===== config.mk =====
export PLATFORM = sky130hd
export DESIGN_NAME = flash_bus_front
export DESIGN_NICKNAME = d
export VERILOG_FILES = /design/src/rtl/flash_bus_front.sv
export SDC_FILE = /design/constraint.sdc
export NUM_CORES = 1
export LEC_CHECK = 0
export BUFFER_PORTS_ARGS = -buffer_cell sky130_fd_sc_hd__buf_4
export CAP_MARGIN = 20
export CORE_MARGIN = 2
export CORE_UTILIZATION = 43
export CTS_CLUSTER_DIAMETER = 80
export DETAILED_ROUTE_END_ITERATION = 12
export PLACE_DENSITY = 0.7
export REMOVE_ABC_BUFFERS = 1
export SKIP_LAST_GASP = 1
export SLEW_MARGIN = 25
export SYNTH_ARGS = -nofsm -noshare
export SYNTH_HDL_FRONTEND = slang
export SYNTH_SLANG_ARGS = --single-unit

===== constraint.sdc =====
create_clock -name clk -period 4 [get_ports clk]
set_input_delay 0.8 -clock clk [delete_from_list [all_inputs] [get_ports clk]]
set_output_delay 0.8 -clock clk [all_outputs]
set_load 0.05 [all_outputs]

===== src/rtl/flash_bus_front.sv =====
module flash_bus_front #(
  parameter int AW = 22,
  parameter int DW = 32,
  parameter int WR_DELAY = 16
) (
  input  logic          clk,
  input  logic          rst_n,
  input  logic          ce_n,
  input  logic          oe_n,
  input  logic          we_n,
  input  logic          le_n,
  input  logic          pd_n,
  input  logic          bus32,
  input  logic [AW-1:0] addr_pin,
  input  logic [DW-1:0] dq_in,
  output logic [DW-1:0] dq_out,
  output logic          dq_oe,
  output logic [AW-1:0] rd_addr,
  input  logic [DW-1:0] array_data,
  input  logic [DW-1:0] info_data,
  input  logic [7:0]    status_in,
  input  logic          pe_busy,
  input  logic          mode_ld,
  input  logic [1:0]    mode_sel,
  output logic [1:0]    rd_mode,
  output logic          cmd_valid,
  output logic [AW-1:0] cmd_addr,
  output logic [DW-1:0] cmd_data,
  output logic          status_clr,
  output logic          abort_op,
  output logic          ready
);
  localparam int HW = DW / 2;
  localparam int CW = $clog2(WR_DELAY + 1);
  localparam logic [4:0] PIN_IDLE = 5'b01111;
  localparam logic [1:0] M_INFO = 2'd1;
  localparam logic [1:0] M_STAT = 2'd2;

  logic [4:0]    c_m, c_s, c_d;
  logic [AW-1:0] a_m, a_s;
  logic [DW-1:0] d_m, d_s;

  always_ff @(posedge clk or negedge rst_n) begin
    if (!rst_n) begin
      c_m <= PIN_IDLE;
      c_s <= PIN_IDLE;
      c_d <= PIN_IDLE;
      a_m <= '0;
      a_s <= '0;
      d_m <= '0;
      d_s <= '0;
    end else begin
      c_m <= {pd_n, le_n, oe_n, we_n, ce_n};
      c_s <= c_m;
      c_d <= c_s;
      a_m <= addr_pin;
      a_s <= a_m;
      d_m <= dq_in;
      d_s <= d_m;
    end
  end

  wire ce_s = c_s[0];
  wire we_s = c_s[1];
  wire oe_s = c_s[2];
  wire le_s = c_s[3];
  wire pd_s = c_s[4];
  wire ce_d = c_d[0];
  wire we_d = c_d[1];
  wire le_d = c_d[3];
  wire pd_d = c_d[4];

  wire any_rise = (ce_s & ~ce_d) | (we_s & ~we_d) | (le_s & ~le_d);
  wire wr_end   = ~ce_d & ~we_d & (ce_s | we_s);
  wire idle     = ce_s & we_s & ~le_s;

  logic [AW-1:0] alat;
  logic          afrz;

  always_ff @(posedge clk or negedge rst_n) begin
    if (!rst_n) begin
      alat <= '0;
      afrz <= 1'b0;
    end else if (!pd_s) begin
      afrz <= 1'b0;
    end else if (!afrz && any_rise) begin
      alat <= a_s;
      afrz <= 1'b1;
    end else if (afrz && idle) begin
      afrz <= 1'b0;
    end else if (!afrz && !le_s) begin
      alat <= a_s;
    end
  end

  logic [CW-1:0] hold_cnt;
  wire wr_ok = (hold_cnt == '0);

  always_ff @(posedge clk or negedge rst_n) begin
    if (!rst_n)              hold_cnt <= CW'(WR_DELAY);
    else if (!pd_s)          hold_cnt <= CW'(WR_DELAY);
    else if (hold_cnt != '0) hold_cnt <= hold_cnt - 1'b1;
  end

  wire [AW-1:0] wr_addr = afrz ? alat : a_s;

  always_ff @(posedge clk or negedge rst_n) begin
    if (!rst_n) begin
      cmd_valid <= 1'b0;
      cmd_addr  <= '0;
      cmd_data  <= '0;
      abort_op  <= 1'b0;
      rd_mode   <= '0;
    end else begin
      cmd_valid <= wr_end & pd_s & wr_ok;
      if (wr_end) begin
        cmd_addr <= {wr_addr[AW-1:1], wr_addr[0] & ~bus32};
        cmd_data <= bus32 ? d_s : {{(DW-HW){1'b0}}, d_s[HW-1:0]};
      end
      abort_op <= pd_d & ~pd_s & pe_busy;
      if (!pd_s)        rd_mode <= '0;
      else if (mode_ld) rd_mode <= mode_sel;
    end
  end

  wire [DW-1:0] stat_word = {{(DW-8){1'b0}}, status_in};
  wire [DW-1:0] src = (rd_mode == M_INFO) ? info_data :
                      (rd_mode == M_STAT) ? stat_word : array_data;
  wire [DW-1:0] lane = bus32 ? src :
                       {{(DW-HW){1'b0}}, alat[0] ? src[DW-1:HW] : src[HW-1:0]};

  assign rd_addr    = {alat[AW-1:1], alat[0] & ~bus32};
  assign dq_oe      = pd_s & ~ce_s & ~oe_s;
  assign dq_out     = !dq_oe ? '0 : (pe_busy ? stat_word : lane);
  assign status_clr = ~pd_s;
  assign ready      = pd_s & wr_ok & ~pe_busy;
endmodule


Yosys cells after proc, flatten, opt, wreduce, memory -nomap -nowiden
Cells that the tools add are included.

Flip-flop bits (word level): 209. Bits of input ports: 138. Output and inout bits: 115. Word-level logic and storage cells: 78.

$add $sub $neg: 1. Equality and inequality tests: 6. Multiplexer cells: 18. Bitwise gates (word level): 29. Reductions and logical operators: 9.

Operator list (count): $mux 32 (6); $mux 22 (4); $and 1x1->1 (17); $mux 16 (1); $mux 5 (2); $not 1->1 (9); $logic_not 5->1 (1); $reduce_bool 5->1 (1); $sub 5x1->5 const B (1); $mux 2 (2); $ne 2x2->1 const B (2); $logic_and 1x1->1 (3); $mux 1 (3); $ne 3x1->1 const B (1); $or 1x1->1 (3); $reduce_and 3->1 (1); $eq 2x1->1 const B (1); $eq 2x2->1 const B (1); $logic_not 1->1 (2); $ne 2x1->1 const B (1); $reduce_bool 2->1 (1).

Depth between registers and ports, before layout
Gate-level depths: netlist of the first run.

Depth after elaboration: 7. Depth in mapped cells: 6. Mapped depth without buffers: 5.

Least setup slack after synthesis of the first run
Ideal clock, no wire load.

Path type: input-to-output. From: input port bus32. To: output port dq_out[15]. Data arrival time: 3214 ps. Data required time: 3200 ps. Setup slack: -14 ps. Stages on the path: 6. Buffers on the path: 3. Path through: buf_2 -> nor2b_1 -> buf_2 -> clkbuf_1 -> a221oi_1 -> a211oi_1.

Longest elaborated chain between the ends: 3.

RTL lines: from (decl) (RTL line 13) `input logic bus32,`; $mux 32 (RTL line 129) `wire [DW-1:0] lane = bus32 ? src :`; $mux 32 (2 in a row) (RTL line 134) `assign dq_out = !dq_oe ? '0 : (pe_busy ? stat_word : lane);`; to (decl) (RTL line 16) `output logic [DW-1:0] dq_out,`.

Every way passes these cells.

Worst setup path in the final report of the first run
From: register rd_mode[1]. To: output port dq_out[0].

Longest elaborated chain between the ends: 7. Elaborated cells on any way between the ends: 8. Those cells by class: eq/ne: 2; mux: 6.

RTL lines: from (decl) (RTL line 25) `output logic [1:0] rd_mode,`; from (signal assigned) (RTL line 122) `else if (mode_ld) rd_mode <= mode_sel;`; $eq 2x2->1 (RTL line 128) `(rd_mode == M_STAT) ? stat_word : array_data;`; $mux 32 (RTL line 128); $mux 32 (*) (RTL line 127) `wire [DW-1:0] src = (rd_mode == M_INFO) ? info_data :`; $mux 16 (RTL line 130) `{{(DW-HW){1'b0}}, alat[0] ? src[DW-1:HW] : src[HW-1:0]};`; $mux 32 (*) (RTL line 129); $mux 32 (*) (2 in a row) (RTL line 134).

Mark *: on every way between the ends. The rest lies on a longest branch, timed or not.

==> results.yml, run 1 <==
run_status:
  status: "finished clean"
detailed_routing:
  drt_iter0_drc: 162
  wl_per_cell_um: 17.9
  firstDrtPassIters: 4
  vias: 5297
  avgViaCountPerCell: 5.08
  drc: 0
  drtAntennaViolNets: 0
  routed_wl_mm: 18.7
die:
  ios: 253
  core-area_sq_um: 18600
  num_rows: 50
  die_y_um: 142
  fp.dieW_um: 142
  die_area_sq_um: 20100
  start_util_pct: 43.8
sta:
  period_needed_ns: 3.53
  worst_pin_slew_ns: 0.931
  timing.fmax_mhz: 284
  setup-violations-final: 0
  finalHoldViolations: 0
  drv_slew: 0
  skew_ns: 0.0114
  finalCritPeriodShare_pct: 88.2
  maxSlewHeadroom_pct: 37.9
  tns_ns: 0
  rsz0062_at_grt: "false"
logic_synthesis:
  postSynthCellCount: 561
  yosysWarnings: 0
  syn-cell-area_sq_um: 8160
  synth_edf_count: 0
  netlist-cell-type-count: 37
  ys_ff_latch: 208
  ys_seq_area_share_pct: 64.0
  synthArstFlopShare_pct: 100
  synthFlopType: "dfrtp_1"
  synth.avg_cell_area_sq_um: 14.5
grt:
  grt_start_max_net_pins: 147
  grt_pass1_vias: 5535
  overflow: 0
  antenna_found_initial: 2
  grt_pass1_wl_mm: 29.1
  gr-usage-all-layers_pct: 18.3
cts:
  insertion_delay_ns: 0.48
  ctsResizeCount: 0
  cts.sinks: 208
  cts_root_buffer: "clkbuf_16"
  cts.clk_slew.worst_paths_ns: 0.06
  htree_levels: 1
  cts_setup_buffers: 0
  cts_buffers: 20
  hold_buffers: 0
  clk_path_buf_depth: 3
  tritoncts: "yes"
placed_design:
  dpl_cell_area_sq_um: 10100
  port-buffer-count: 252
  hpwlAfterDp_mm: 13.3
  gp_congestion: 0.965
worst_hold_path:
  hold_class: "in2async"
setup_path:
  arrival_ns: 2.73
  path_class: "reg2out"
  required_ns: 3.20
  worst_setup_path_start_kind: "register"
  cp-end-kind: "output pin"
  path_max_fanout: 22
cells_and_area:
  final_util_pct: 58.3
  nFillCells: 1496
  drive_gt1_share_pct: 52.4
  syn_to_final_growth_pct: 33.3
  finish.instance_area_sq_um: 10900
  nNetsFinal: 933
power:
  p_sw_share_pct: 30.6
  intPower_mw: 4.18
  clkPwrFrac_pct: 33.8
  p_leak_nw: 5.04
  ir_worst_vdd_uv: 340
  power.switching_mw: 1.85
  powerDensity_nw_per_um2: 555
  p_total_mw: 6.03
  p_seq_share_pct: 41.4
  comb_power_share_pct: 24.9
job:
  maxCapViolations: 0
## metal layers
layer / global-route usage, % / wire length [um] / part of all wire, %
met2: 31.8 / 9250 / 49
met1: 21.8 / 7280 / 39
met5: 0 / 0 / 0
met3: 5.43 / 1720 / 9.2
met4: 6.37 / 466 / 2.5
## cell usage after synthesis, types with 2 or more instances
cell type	count	share of area (%)
nor3_1	5	0.31
mux2i_1	43	5.3
mux2_1	6	0.83
mux2_2	91	13
a211oi_1	18	1.7
buf_4	22	2.0
a22oi_1	8	0.74
nor2_1	23	1.1
mux4_2	8	2.2
clkbuf_1	10	0.46
inv_1	22	1.0
nand2b_1	2	0.15
and3_1	2	0.15
nor2b_1	3	0.23
and2_1	2	0.15
a21oi_1	9	0.55
o21ai_0	2	0.12
a221oi_1	8	0.86
buf_2	16	0.98
buf_6	4	0.55
dfrtp_1	196	60
or3_1	2	0.15
a211oi_2	7	1.1
nand2_1	28	1.3
dfstp_2	12	3.9
## registers in the layout (all words and copies together), names as in the netlist
register   count
cmd_data      32
a_s           22
c_d            4
afrz           1
alat          22
abort_op       1
cmd_valid      1
c_m            5
d_s           32
rd_mode        2
hold_cnt       5
d_m           32
cmd_addr      22
c_s            5
a_m           22
## critical path: stages (launching register included)
cell and delay, ns:
dfrtp_1 0.41, inv_1 0.69, mux4_2 0.60, a211oi_1 0.29, buf_4 0.25
## through the flow
stage	worst slack, ns	hold slack [ns]	std cells
after CTS	0.455	0.345	1040
after floorplan	-1.46	0.331	507
after global placement	0.761	0.332	1005
final	0.474	0.258	1043
after detailed placement	0.758	0.335	1005
after global routing	0.316	0.282	1043
## power by group through the flow
stage	Sequential (mW)	Combinational [mW]	Clock, mW
after floorplan	3.06	0.405	0
final	2.50	1.50	2.04
after global routing	2.53	1.58	2.17
after CTS	2.50	1.51	2.09
after detailed placement	2.54	1.51	0
after global placement	2.52	1.48	0
## logic make-up (layout without fill, tap and decap cells)
logic type,after synthesis,in the layout,synth area share (%)
compound gates,54,54,5.30
simple gates,72,72,4.17
other cells,0,2,0
flops,208,208,64.0
buf+inv,78,324,5.55
fa+ha+maj,1,1,0.153
mux,148,148,20.9
## placed cells by master (no fill, tap or decap), types with 3 or more instances in the layout
master	count
nor3_1	4
mux2i_1	43
bufinv_16	3
a221oi_1	8
a211oi_2	7
nor2_1	23
mux4_2	8
mux2_2	91
mux2_1	6
clkbuf_16	21
a22oi_1	8
buf_4	262
dfrtp_1	195
a211oi_1	18
dfstp_2	12
inv_1	22
clkbuf_8	7
nand2_1	28
a21oi_1	9
## path summary, 6_finish.rpt
path / start / cells after the start / to / slack (ns)
worst max register to register: c_s[0] / 4 / cmd_data[10] / 2.12
max in group asynchronous: rst_n / 2 / c_m[2] / 2.98
worst min-delay path: rst_n / 1 / a_m[21] / 0.26
worst min register to register: d_m[3] / 0 / d_s[3] / 0.34
worst max-delay path: rd_mode[1] / 4 / dq_out[0] / 0.47
min in group clk: d_m[3] / 0 / d_s[3] / 0.34
## area by class of cell
cell class	instances	area, sq um	share of cell area (%)
Antenna cell	2	5.00	0.0460
Clock buffer	29	626	5.75
Clock inverter	6	108	0.989
Inverter	24	90.1	0.828
Multi-Input combinational cell	275	2510	23.0
Sequential cell	208	5220	48.0
Tap cell	234	293	2.69
Timing Repair Buffer	265	2030	18.7
No activity file was read; power rests on OpenSTA's default activity.
==> inputs of run 2 (changes only) <==
CORE_ASPECT_RATIO = 0.75   (was not set)
CTS_BUF_LIST = sky130_fd_sc_hd__clkbuf_4 sky130_fd_sc_hd__clkbuf_8   (was not set)
==> results.yml, run 2 (same netlist as run 1, synthesis figures left out) <==
run_status:
  status: "finished clean"
detailed_routing:
  vias: 5363
  drc: 0
  routed_wl_mm: 18.4
  avgViaCountPerCell: 4.99
  drtAntennaViolNets: 0
  firstDrtPassIters: 5
  wl_per_cell_um: 17.1
  drt_iter0_drc: 315
sta:
  rsz0062_at_grt: "false"
  fin_hold_ws_ns: 0.330
  timing.fmax_mhz: 286
  tns_ns: 0
  period_needed_ns: 3.50
  finalHoldViolations: 0
  finalCritPeriodShare_pct: 87.5
  final.setup.worst_slack_ns: 0.500
  drv_slew: 0
  maxSlewHeadroom_pct: 44.6
  worst_pin_slew_ns: 0.831
  setup-violations-final: 0
  skew_ns: 0.0206
power:
  p_leak_nw: 5.04
  powerDensity_nw_per_um2: 540
  p_seq_share_pct: 42.7
  power.switching_mw: 1.87
  p_sw_share_pct: 32.0
  comb_power_share_pct: 25.6
  ir_worst_vdd_uv: 356
  clkPwrFrac_pct: 31.7
  p_total_mw: 5.85
  intPower_mw: 3.98
cells_and_area:
  top_regs: "cmd_data x32, d_m x32, d_s x32"
  syn_to_final_growth_pct: 32.8
  final_cell_mix: "buf_4, dfrtp_1, mux2_2, mux2i_1, clkbuf_8"
  n_antenna_cell: 0
  stdcell_count: 1075
  drive_gt1_share_pct: 53.7
  final_common_cell: "buf_4"
  final_util_pct: 58.4
  finish.instance_area_sq_um: 10800
  nNetsFinal: 944
die:
  die_area_sq_um: 20100
  fp.dieW_um: 163
  start_util_pct: 44.0
  die_y_um: 123
  ios: 253
  core-area_sq_um: 18600
  num_rows: 43
placed_design:
  hpwlAfterDp_mm: 12.9
  dpl_worst_slack_ns: 0.696
  dpl.cell_count: 1016
  port-buffer-count: 252
  dpl_cell_area_sq_um: 10100
  gp_congestion: 0.910
cts:
  hold_buffers: 0
  insertion_delay_ns: 0.51
  cts.clk_slew.worst_paths_ns: 0.07
  cts_buffers: 34
  cts.sinks: 208
  htree_levels: 2
  tritoncts: "yes"
  clk_path_buf_depth: 3
  cts_root_buffer: "clkbuf_8"
  ctsResizeCount: 0
  cts_setup_buffers: 0
setup_path:
  crit_buf_inv: 2
  slowest_stage: "inv_1"
  arrival_ns: 2.70
  cp-end-kind: "output pin"
  path_max_fanout: 20
  worst_setup_path_start_kind: "register"
  required_ns: 3.20
  slowest_delay_ns: 0.60
  cp_top_family: "buffers and inverters"
  path_class: "reg2out"
  path_cells: "inv_1, mux4_2, a211oi_1, buf_4"
grt:
  antenna_found_initial: 0
  gr-usage-all-layers_pct: 17.9
  grt_start_max_net_pins: 109
  grt_pass1_wl_mm: 28.1
  overflow: 0
  grt_pass1_vias: 5580
worst_hold_path:
  hold_class: "reg2reg"
job:
  maxCapViolations: 0
-- run 2: cell types whose count changed in the layout (fill, tap and decap cells not counted), moves of 2 or more --
cell and change:
buf_12 +2, clkbuf_4 +14, diode_2 -2, clkbuf_16 -21, clkbuf_8 +32, bufinv_16 -2, buf_4 -4
-- run 2: worst register-to-register path, cell delays in order, from the launching register on --
cell and delay [ns]:
dfstp_2 0.58, nor2_1 0.07, nor3_2 0.37, buf_12 0.37, mux2_2 0.43
-- run 2: area by class of cell --
type,count,area [sq um]
Clock buffer,52,628
Clock inverter,7,71.3
Fill cell,1463,7720
Inverter,24,90.1
Multi-Input combinational cell,275,2510
Sequential cell,208,5220
Tap cell,247,309
Timing Repair Buffer,262,2010
-- run 2: final timing paths --
check / start / end / slack (ns) / depth (start not counted)
setup / recovery: rd_mode[1] / dq_out[2] / 0.50 / 4
hold / removal: a_m[11] / a_s[11] / 0.33 / 0
setup reg to reg: c_s[0] / cmd_addr[19] / 2.07 / 4
hold reg to reg: a_m[11] / a_s[11] / 0.33 / 0
max in group asynchronous: rst_n / d_m[2] / 2.69 / 2
min in group asynchronous: rst_n / d_s[15] / 0.38 / 1
-- run 2: layer usage --
metal,part of all wire (%),GRT usage [%]
met5,0,0
met4,1.9,6.36
met3,10,6.91
met2,49,31.0
met1,39,20.5
-- run 2: power groups by stage --
stage	Combinational (mW)	Sequential, mW	Clock [mW]
final	1.50	2.50	1.86
after floorplan	0.405	3.06	0
after global routing	1.59	2.53	2.04
after detailed placement	1.51	2.53	0
after global placement	1.48	2.51	0
after CTS	1.52	2.50	1.93
